[src/rtl/wilk_pkg.sv]
package wilk_pkg;
  localparam int CNT_W = 13;
  typedef logic [CNT_W-1:0] code_t;
  typedef enum logic [1:0] {ST_IDLE, ST_RUN, ST_DONE} seq_st_e;

  function automatic code_t bin2gray(code_t b);
    return b ^ (b >> 1);
  endfunction

  // prefix XOR from the MSB down
  function automatic code_t gray2bin(code_t g);
    code_t b;
    b[CNT_W-1] = g[CNT_W-1];
    for (int i = CNT_W - 2; i >= 0; i--) b[i] = b[i+1] ^ g[i];
    return b;
  endfunction
endpackage

[src/rtl/wilk_gray_cnt.sv]
module wilk_gray_cnt
  import wilk_pkg::*;
(
  input  logic  clk_i,
  input  logic  rst_ni,
  input  logic  clr_i,
  input  logic  en_i,
  output code_t gray_o,
  output logic  term_o
);
  localparam code_t TERM_G = {1'b1, {(CNT_W-1){1'b0}}};

  code_t g_q;
  code_t g_nxt;

  assign g_nxt  = bin2gray(code_t'(gray2bin(g_q) + code_t'(1)));
  assign term_o = (g_q == TERM_G);
  assign gray_o = g_q;

  always_ff @(posedge clk_i or negedge rst_ni) begin
    if (!rst_ni)    g_q <= '0;
    else if (clr_i) g_q <= '0;
    else if (en_i)  g_q <= g_nxt;
  end

  a_r3_one_bit_step: assert property (@(posedge clk_i) disable iff (!rst_ni)
    (en_i && !clr_i) |=> ($countones(gray_o ^ $past(gray_o)) == 1));

  a_r8_restart_zero: assert property (@(posedge clk_i) disable iff (!rst_ni)
    clr_i |=> (gray_o == '0));
endmodule

[src/rtl/wilk_seq.sv]
module wilk_seq
  import wilk_pkg::*;
#(
  parameter int N_BKT = 4,
  parameter int BKT_W = 2
) (
  input  logic             clk_i,
  input  logic             rst_ni,
  input  logic             start_i,
  input  logic             term_i,
  output logic             busy_o,
  output logic             done_o,
  output logic [BKT_W-1:0] pass_o,
  output logic             cnt_clr_o,
  output logic             cnt_en_o,
  output logic             commit_o
);
  localparam logic [BKT_W-1:0] LAST = BKT_W'(N_BKT - 1);

  seq_st_e          st_q;
  logic [BKT_W-1:0] pass_q;

  always_ff @(posedge clk_i or negedge rst_ni) begin
    if (!rst_ni) begin
      st_q   <= ST_IDLE;
      pass_q <= '0;
    end else begin
      case (st_q)
        ST_RUN: if (term_i) begin
          if (pass_q == LAST) st_q <= ST_DONE;
          else                pass_q <= pass_q + BKT_W'(1);
        end
        default: if (start_i) begin
          st_q   <= ST_RUN;
          pass_q <= '0;
        end
      endcase
    end
  end

  assign busy_o    = (st_q == ST_RUN);
  assign done_o    = (st_q == ST_DONE);
  assign pass_o    = pass_q;
  assign commit_o  = busy_o & term_i;
  assign cnt_en_o  = busy_o;
  assign cnt_clr_o = ~busy_o | term_i;

  a_r10_start_ignored: assert property (@(posedge clk_i) disable iff (!rst_ni)
    (busy_o && start_i && !term_i) |=> (busy_o && $stable(pass_o)));

  a_r8_pass_advance: assert property (@(posedge clk_i) disable iff (!rst_ni)
    (commit_o && pass_o != LAST) |=> (busy_o && pass_o == $past(pass_o) + BKT_W'(1)));

  a_r9_done_after_last: assert property (@(posedge clk_i) disable iff (!rst_ni)
    (commit_o && pass_o == LAST) |=> (done_o && !busy_o));
endmodule

[src/rtl/wilk_chan.sv]
module wilk_chan
  import wilk_pkg::*;
#(
  parameter int SYNC = 2
) (
  input  logic  clk_i,
  input  logic  rst_ni,
  input  logic  cmp_i,
  input  logic  arm_i,
  input  logic  clr_i,
  input  code_t gray_i,
  output code_t val_o,
  output logic  hit_o
);
  logic [SYNC-1:0] sync_q;
  logic            prev_q;
  logic            hit_q;
  code_t           cap_q;
  logic            rise;
  logic            take;

  assign rise = sync_q[SYNC-1] & ~prev_q;
  assign take = arm_i & rise & ~hit_q;

  always_ff @(posedge clk_i or negedge rst_ni) begin
    if (!rst_ni) begin
      sync_q <= '0;
      prev_q <= 1'b0;
      hit_q  <= 1'b0;
      cap_q  <= '0;
    end else begin
      sync_q <= {sync_q[SYNC-2:0], cmp_i};
      prev_q <= sync_q[SYNC-1];
      hit_q  <= clr_i ? 1'b0 : (hit_q | take);
      if (take) cap_q <= gray_i;
    end
  end

  // capture in the terminal cycle bypasses straight to the commit
  assign val_o = take ? gray_i : cap_q;
  assign hit_o = hit_q | take;

  a_r5_first_edge_only: assert property (@(posedge clk_i) disable iff (!rst_ni)
    (hit_q && !clr_i) |=> $stable(cap_q));

  a_r11_no_rise_no_take: assert property (@(posedge clk_i) disable iff (!rst_ni)
    ($past(sync_q[SYNC-1]) && sync_q[SYNC-1]) |-> !take);
endmodule

[src/rtl/wilk_store.sv]
module wilk_store
  import wilk_pkg::*;
#(
  parameter int N_CH  = 8,
  parameter int N_BKT = 4,
  parameter int BKT_W = 2,
  parameter int CH_W  = 3
) (
  input  logic                       clk_i,
  input  logic                       rst_ni,
  input  logic                       we_i,
  input  logic [BKT_W-1:0]           bkt_i,
  input  logic [N_CH-1:0][CNT_W-1:0] gray_i,
  input  logic [N_CH-1:0]            hit_i,
  input  logic [BKT_W-1:0]           rd_bkt_i,
  input  logic [CH_W-1:0]            rd_ch_i,
  output code_t                      rd_data_o,
  output logic                       rd_ovf_o
);
  logic [N_BKT-1:0][N_CH-1:0][CNT_W-1:0] data_q;
  logic [N_BKT-1:0][N_CH-1:0]            ovf_q;

  always_ff @(posedge clk_i or negedge rst_ni) begin
    if (!rst_ni) begin
      data_q <= '0;
      ovf_q  <= '0;
    end else if (we_i) begin
      for (int c = 0; c < N_CH; c++) begin
        data_q[bkt_i][c] <= hit_i[c] ? gray2bin(gray_i[c]) : '1;
        ovf_q[bkt_i][c]  <= ~hit_i[c];
      end
    end
  end

  assign rd_data_o = data_q[rd_bkt_i][rd_ch_i];
  assign rd_ovf_o  = ovf_q[rd_bkt_i][rd_ch_i];

  a_r6_ovf_full_scale: assert property (@(posedge clk_i) disable iff (!rst_ni)
    rd_ovf_o |-> (&rd_data_o));
endmodule

[src/rtl/wilk_adc_latch.sv]
module wilk_adc_latch
  import wilk_pkg::*;
#(
  parameter  int N_CH  = 8,
  parameter  int N_BKT = 4,
  parameter  int SYNC  = 2,
  localparam int BKT_W = (N_BKT > 1) ? $clog2(N_BKT) : 1,
  localparam int CH_W  = (N_CH > 1) ? $clog2(N_CH) : 1
) (
  input  logic             clk_i,
  input  logic             rst_ni,
  input  logic             start_i,
  input  logic [N_CH-1:0]  cmp_i,
  input  logic [BKT_W-1:0] rd_bkt_i,
  input  logic [CH_W-1:0]  rd_ch_i,
  output logic             busy_o,
  output logic             done_o,
  output logic [BKT_W-1:0] pass_o,
  output logic [CNT_W-1:0] count_o,
  output logic [CNT_W-1:0] rd_data_o,
  output logic             rd_ovf_o
);
  logic  cnt_clr, cnt_en, term, commit;
  code_t gray;
  logic [N_CH-1:0][CNT_W-1:0] ch_val;
  logic [N_CH-1:0]            ch_hit;

  wilk_seq #(.N_BKT(N_BKT), .BKT_W(BKT_W)) u_seq (
    .clk_i     (clk_i),
    .rst_ni    (rst_ni),
    .start_i   (start_i),
    .term_i    (term),
    .busy_o    (busy_o),
    .done_o    (done_o),
    .pass_o    (pass_o),
    .cnt_clr_o (cnt_clr),
    .cnt_en_o  (cnt_en),
    .commit_o  (commit)
  );

  wilk_gray_cnt u_cnt (
    .clk_i  (clk_i),
    .rst_ni (rst_ni),
    .clr_i  (cnt_clr),
    .en_i   (cnt_en),
    .gray_o (gray),
    .term_o (term)
  );

  for (genvar k = 0; k < N_CH; k++) begin : g_ch
    wilk_chan #(.SYNC(SYNC)) u_chan (
      .clk_i  (clk_i),
      .rst_ni (rst_ni),
      .cmp_i  (cmp_i[k]),
      .arm_i  (busy_o),
      .clr_i  (commit),
      .gray_i (gray),
      .val_o  (ch_val[k]),
      .hit_o  (ch_hit[k])
    );
  end

  wilk_store #(.N_CH(N_CH), .N_BKT(N_BKT), .BKT_W(BKT_W), .CH_W(CH_W)) u_store (
    .clk_i     (clk_i),
    .rst_ni    (rst_ni),
    .we_i      (commit),
    .bkt_i     (pass_o),
    .gray_i    (ch_val),
    .hit_i     (ch_hit),
    .rd_bkt_i  (rd_bkt_i),
    .rd_ch_i   (rd_ch_i),
    .rd_data_o (rd_data_o),
    .rd_ovf_o  (rd_ovf_o)
  );

  assign count_o = gray;
endmodule

[config.mk]
export PLATFORM = sky130hd
export DESIGN_NAME = wilk_adc_latch
export DESIGN_NICKNAME = d
export VERILOG_FILES = /design/src/rtl/wilk_pkg.sv /design/src/rtl/wilk_gray_cnt.sv /design/src/rtl/wilk_seq.sv /design/src/rtl/wilk_chan.sv /design/src/rtl/wilk_store.sv /design/src/rtl/wilk_adc_latch.sv
export SDC_FILE = /design/constraint.sdc
export NUM_CORES = 1
export LEC_CHECK = 0
export BUFFER_PORTS_ARGS = -buffer_cell sky130_fd_sc_hd__buf_2
export CAP_MARGIN = 20
export CORE_MARGIN = 5
export CORE_UTILIZATION = 60
export CTS_BUF_LIST = sky130_fd_sc_hd__clkbuf_8
export DETAILED_ROUTE_END_ITERATION = 6
export HOLD_SLACK_MARGIN = 0.03
export PLACE_DENSITY = 0.77
export RECOVER_POWER = 100
export SLEW_MARGIN = 20
export SYNTH_ARGS = -nofsm -noshare
export SYNTH_HDL_FRONTEND = slang
export SYNTH_HIERARCHICAL = 1
export SYNTH_SLANG_ARGS = --single-unit
[constraint.sdc]
create_clock -name clk_i -period 7.32 [get_ports clk_i]
set_clock_uncertainty 0.05 [all_clocks]
set_input_delay 0.732 -clock clk_i [delete_from_list [all_inputs] [get_ports clk_i]]
set_output_delay 0.732 -clock clk_i [all_outputs]
set_load 0.1 [all_outputs]
[Word-level counts from Yosys, hierarchy flattened]
Index checks and enable logic that the tools add are counted.
Storage, ports and cells
  register bits: 601
  input port bits: 16
  logic and storage cells: 347
Operators by class
  $add $sub $neg: 2
  order comparisons: 4
  eq/ne operators: 7
  multiplexer cells: 90
  bitwise logic cells: 168
  reduce and logical (&&, ||, !) cells: 5
Operators by type and width (count)
  416-bit bitwise mux: 8
  104-bit demux with 2-bit select: 8
  13-bit two-way mux: 20
  32-bit bitwise mux: 8
  104-bit binary-select mux with 2-bit select: 1
  104-bit two-way mux: 2
  8-bit demux with 2-bit select: 8
  1-bit bitwise XOR: 108
  91-bit two-way mux: 1
  78-bit two-way mux: 1
  65-bit two-way mux: 1
  52-bit two-way mux: 1
  13-bit binary-select mux with 3-bit select: 1
  39-bit two-way mux: 1
  26-bit two-way mux: 1
  1-bit AND: 25
  1-bit inverter: 25
  2-bit two-way mux: 9
  8-bit binary-select mux with 2-bit select: 1
  8-bit two-way mux: 2
  13-bit by 1-bit adder with 13-bit output (second input constant): 1
  13-bit == test (second input constant): 1
  13-bit by 12-bit bitwise XOR with 13-bit output: 1
  1-bit two-way mux: 10
  17 further kinds: 31

[Depth between registers and ports, before layout]
  depth in word-level cells: 26
  gate-level depth with buffers: 27

[Cells and area by module]
Netlist, hierarchy kept.
By module, submodules not included
  wilk_store: times used 1, cells each 2171, area each 21817.2 um2, seq. area each 11210.8 um2
  wilk_chan: times used 8, cells each 36, area each 665.6 um2, seq. area each 425.4 um2
  wilk_gray_cnt: times used 1, cells each 131, area each 1111.1 um2, seq. area each 325.3 um2
  wilk_seq: times used 1, cells each 21, area each 234.0 um2, seq. area each 100.1 um2

[Worst setup path after synthesis]
No wires, ideal clock.
  path type: register -> register
  start: register u_cnt.g_q[11] (netlist: u_cnt/gray_o[11])
  end: register u_cnt.g_q[8] (netlist: u_cnt/gray_o[8])
  setup time: 0.100 ns
  arrival time: 5.893 ns
  required time: 7.170 ns
  slack: 1.278 ns
  stages on the path, launching flop included: 28
  path buffers: 1
  cell sequence: dfrtp_1 -> xor2_1 -> ha_1 -> inv_1 -> ha_1 -> inv_1 -> ha_1 -> inv_1 -> ha_1 -> inv_1 -> ha_1 -> inv_1 -> ha_1 -> inv_1 -> ha_1 -> inv_1 -> ha_1 -> inv_1 -> ha_1 -> inv_1 -> ha_1 -> inv_1 -> ha_1 -> and4b_1 -> buf_6 -> and3_4 -> or3_1 -> a311oi_1
On the way
  word-level cells in the longest chain between the ends: 16
  elaborated cells between the ends (all ways): 19
RTL lines
  start: declaration: RTL line wilk_gray_cnt.sv:13  | code_t g_q;
  start signal: assignment: RTL line wilk_gray_cnt.sv:23  | else if (en_i) g_q <= g_nxt;
  1-bit bitwise XOR (12 in series): RTL line wilk_pkg.sv:14  | for (int i = CNT_W - 2; i >= 0; i--) b[i] = b[i+1] ^ g[i];
  13-bit by 1-bit adder with 13-bit output: RTL line wilk_gray_cnt.sv:16  | assign g_nxt = bin2gray(code_t'(gray2bin(g_q) + code_t'(1)));
  13-bit by 12-bit bitwise XOR with 13-bit output: RTL line wilk_pkg.sv:7  | return b ^ (b >> 1);
  13-bit two-way mux: RTL line wilk_gray_cnt.sv:23
  13-bit two-way mux: RTL line wilk_gray_cnt.sv:22  | else if (clr_i) g_q <= '0;
Parallel ways exist; a longest one is shown, timed or not. The select of a mux whose other input is x is not followed.
A chain may end at the register's enable or synchronous reset.

[Worst setup path after layout]
  start: input port rd_bkt_i[1]
  end: output port rd_data_o[7]
On the way
  word-level cells in the longest chain between the ends: 4
RTL lines
  start: declaration: RTL line wilk_adc_latch.sv:14  | input logic [BKT_W-1:0] rd_bkt_i,
  104-bit binary-select mux with 2-bit select: RTL line wilk_store.sv:35  | assign rd_data_o = data_q[rd_bkt_i][rd_ch_i];
  104-bit two-way mux (implied by the code): RTL line wilk_store.sv:35
  13-bit binary-select mux with 3-bit select: RTL line wilk_store.sv:35
  13-bit two-way mux (implied by the code): RTL line wilk_store.sv:35
  end: declaration: RTL line wilk_adc_latch.sv:20  | output logic [CNT_W-1:0] rd_data_o,
Every way passes these cells. The select of a mux whose other input is x is not followed.

==> flow_summary.toml <==
[outcome]
status = "finished, violations left"
violations = "capacitance limit, slew limit"

[timing]
fmax_mhz = 149
rsz0062_at_grt = "false"
finalSetupTns_ns = 0
finalWorstSetupSlack_ns = 0.625
relSlewSlack = -2.81
period_share = 0.915
holdWs_ns = 0.133
finalSetupViolCount = 0
slew_viol_final = 479
fin_crit_ns = 6.69
tightest_slew_ns = 5.71
hold_viol = 0

[route]
routed_wl_mm = 71.9
antenna_left = 0
viasPerCell = 6.10
wl_per_cell_um = 21.8
vias = 20082
drt_iter0_drc = 2194
drtPass1Iterations = 6
drc_errors = 0

[grt]
grt_max_degree = 165
antenna_found_initial = 1
grt_pass1_vias = 20749
grt_pass1_wl_mm = 115
overflow = 0
grtUsageTotal = 0.275

[worst_setup_path]
start_kind = "input port"
critPathMaxFanout = 86
endpoint_kind = "primary output"
required_ns = 6.54
worstSetupPathType = "in2out"
critPathArrivalTime_ns = 5.91

[worst_hold_path]
min_path_type = "in2reg"

[cts]
cts_resized = 0
cts.path.max_buffers = 3
insertion_delay_ns = 0.67
clock-sinks = 601
htree_num_levels = 3
cts_setup_buffers = 0
clk_transition_reported_paths_ns = 0.05
cts_hold_buf = 0
cts_buffers = 98
cts_tree = "built"
cts_root_buffer = "clkbuf_8"

[finish]
drive_above_1_share = 0.0820
design_area_mm2 = 0.0304
layout.nets = 2640
syn_to_final_growth_pct = 6.77
final_common_cell = "dfrtp_1"
final_cell_mix = "dfrtp_1, nand2_1, o21ai_0"
final_cells = 3290

[die]
die_height_um = 228
die_area_mm2 = 0.0519
start_util = 0.609
coreArea_mm2 = 0.0468
rows = 79
ios = 47
fp.dieW_um = 228

[synth]
synthesis.instances = 2611
seq_area_frac_synth = 0.528
synthFlopType = "dfrtp_1"
syn_avg_cell_area_um2 = 10.9
synth_area_mm2 = 0.0285
synth-async-reset-ratio = 1.00
synth-edff-count = 0
yosys_warnings = 6
synth.distinct_cells = 69
synthesis.nets = 2639
ys_ff_latch = 601

[place]
place_ws_ns = 1.36
dpl.hpwl_mm = 45.2
placedCellCount = 3119
place_congestion = 0.851
place.port_buffers = 46
place_area_mm2 = 0.0290

[pwr]
p_per_area_mw_per_mm2 = 363
leakage_nw = 14.4
vdd_drop_max_mv = 0.974

[job]
maxCapViolCount = 7
[where the power goes]
group / internal [W] / switching [W]
clock: 0.00154 / 0.00130
combinational: 0.00171 / 0.00280
sequential: 0.00354 / 0.000174
[cells in the mapped netlist, types with 12 or more instances]
library cell / n / area share
dfrtp_1: 601 / 0.53
xor2_1: 40 / 0.012
a311oi_1: 16 / 0.0049
mux2_4: 80 / 0.042
xnor3_1: 14 / 0.011
a22oi_1: 70 / 0.018
a221o_1: 14 / 0.0049
a32oi_1: 14 / 0.0043
a221oi_1: 28 / 0.0086
xnor2_1: 80 / 0.025
mux2i_1: 228 / 0.080
nor3_1: 12 / 0.0021
nor2_1: 167 / 0.022
clkbuf_1: 142 / 0.019
and2_1: 46 / 0.010
o21ai_0: 338 / 0.059
buf_1: 19 / 0.0025
nand2_1: 356 / 0.047
inv_1: 35 / 0.0046
nor2b_1: 15 / 0.0033
a21oi_1: 116 / 0.020
ha_1: 12 / 0.0053
mux2_2: 24 / 0.0095
[final timing paths]
kind | startpoint | endpoint | slack [ns] | depth (start not counted)
hold reg to reg | g_ch[5].u_chan/sync_q[0] | g_ch[5].u_chan/sync_q[1] | 0.29 | 0
hold / removal | cmp_i[1] | g_ch[1].u_chan/sync_q[0] | 0.13 | 1
max in group asynchronous | rst_ni | g_ch[6].u_chan/cap_q[9] | 1.69 | 1
min in group asynchronous | rst_ni | u_store/data_q[69] | 2.27 | 1
setup reg to reg | u_seq/st_q[1] | u_store/data_q[299] | 0.91 | 9
setup / recovery | rd_bkt_i[1] | rd_data_o[7] | 0.63 | 7
[metrics by stage]
stage               power, W   util
floorplan            0.00744      -
global placement     0.00846  0.621
detailed placement   0.00861  0.621
CTS                   0.0115  0.662
global route          0.0117  0.651
finish                0.0111  0.651
[per-layer routing]
metal,up-vias,global-route usage,share of wire
met5,-,0,0
met4,0,0.0813,0.023
met3,119,0.0504,0.077
met2,841,0.453,0.48
met1,10014,0.381,0.42
li1,9108,-,-
[cell type report]
class,instances,area (um^2)
Timing Repair Buffer,78,464
Antenna cell,1,2.50
Fill cell,3629,16300
Clock inverter,43,178
Sequential cell,601,15000
Inverter,36,135
Clock buffer,127,1750
Tap cell,607,759
Multi-Input combinational cell,1797,12100
[critical path, stage by stage]
cell and delay (ns):
clkbuf_2 2.16, clkbuf_1 1.09, mux2i_1 0.18, a221oi_1 0.41, a311oi_1 0.15, a21oi_1 0.19, clkbuf_1 0.88
[state kept, by name (all words and copies together) (netlist names)]
name                count
g_ch.u_chan/prev_q      8
g_ch.u_chan/sync_q     16
u_seq/st_q              2
u_store/ovf_q          32
g_ch.u_chan/hit_q       8
g_ch.u_chan/cap_q     104
u_store/data_q        416
u_cnt/gray_o           13
u_seq/pass_o            2
[cells by family after synthesis]
group / count (synthesis) / synth area share
DFF: 601 / 0.528
buffers and inverters: 213 / 0.0333
AOI/OAI and AO/OA: 636 / 0.133
xor gates and xnor gates: 154 / 0.0645
muxes: 333 / 0.133
and+or+nand+nor: 662 / 0.104
adders and majority gates: 12 / 0.00527
No activity file was read; power rests on OpenSTA's default activity.
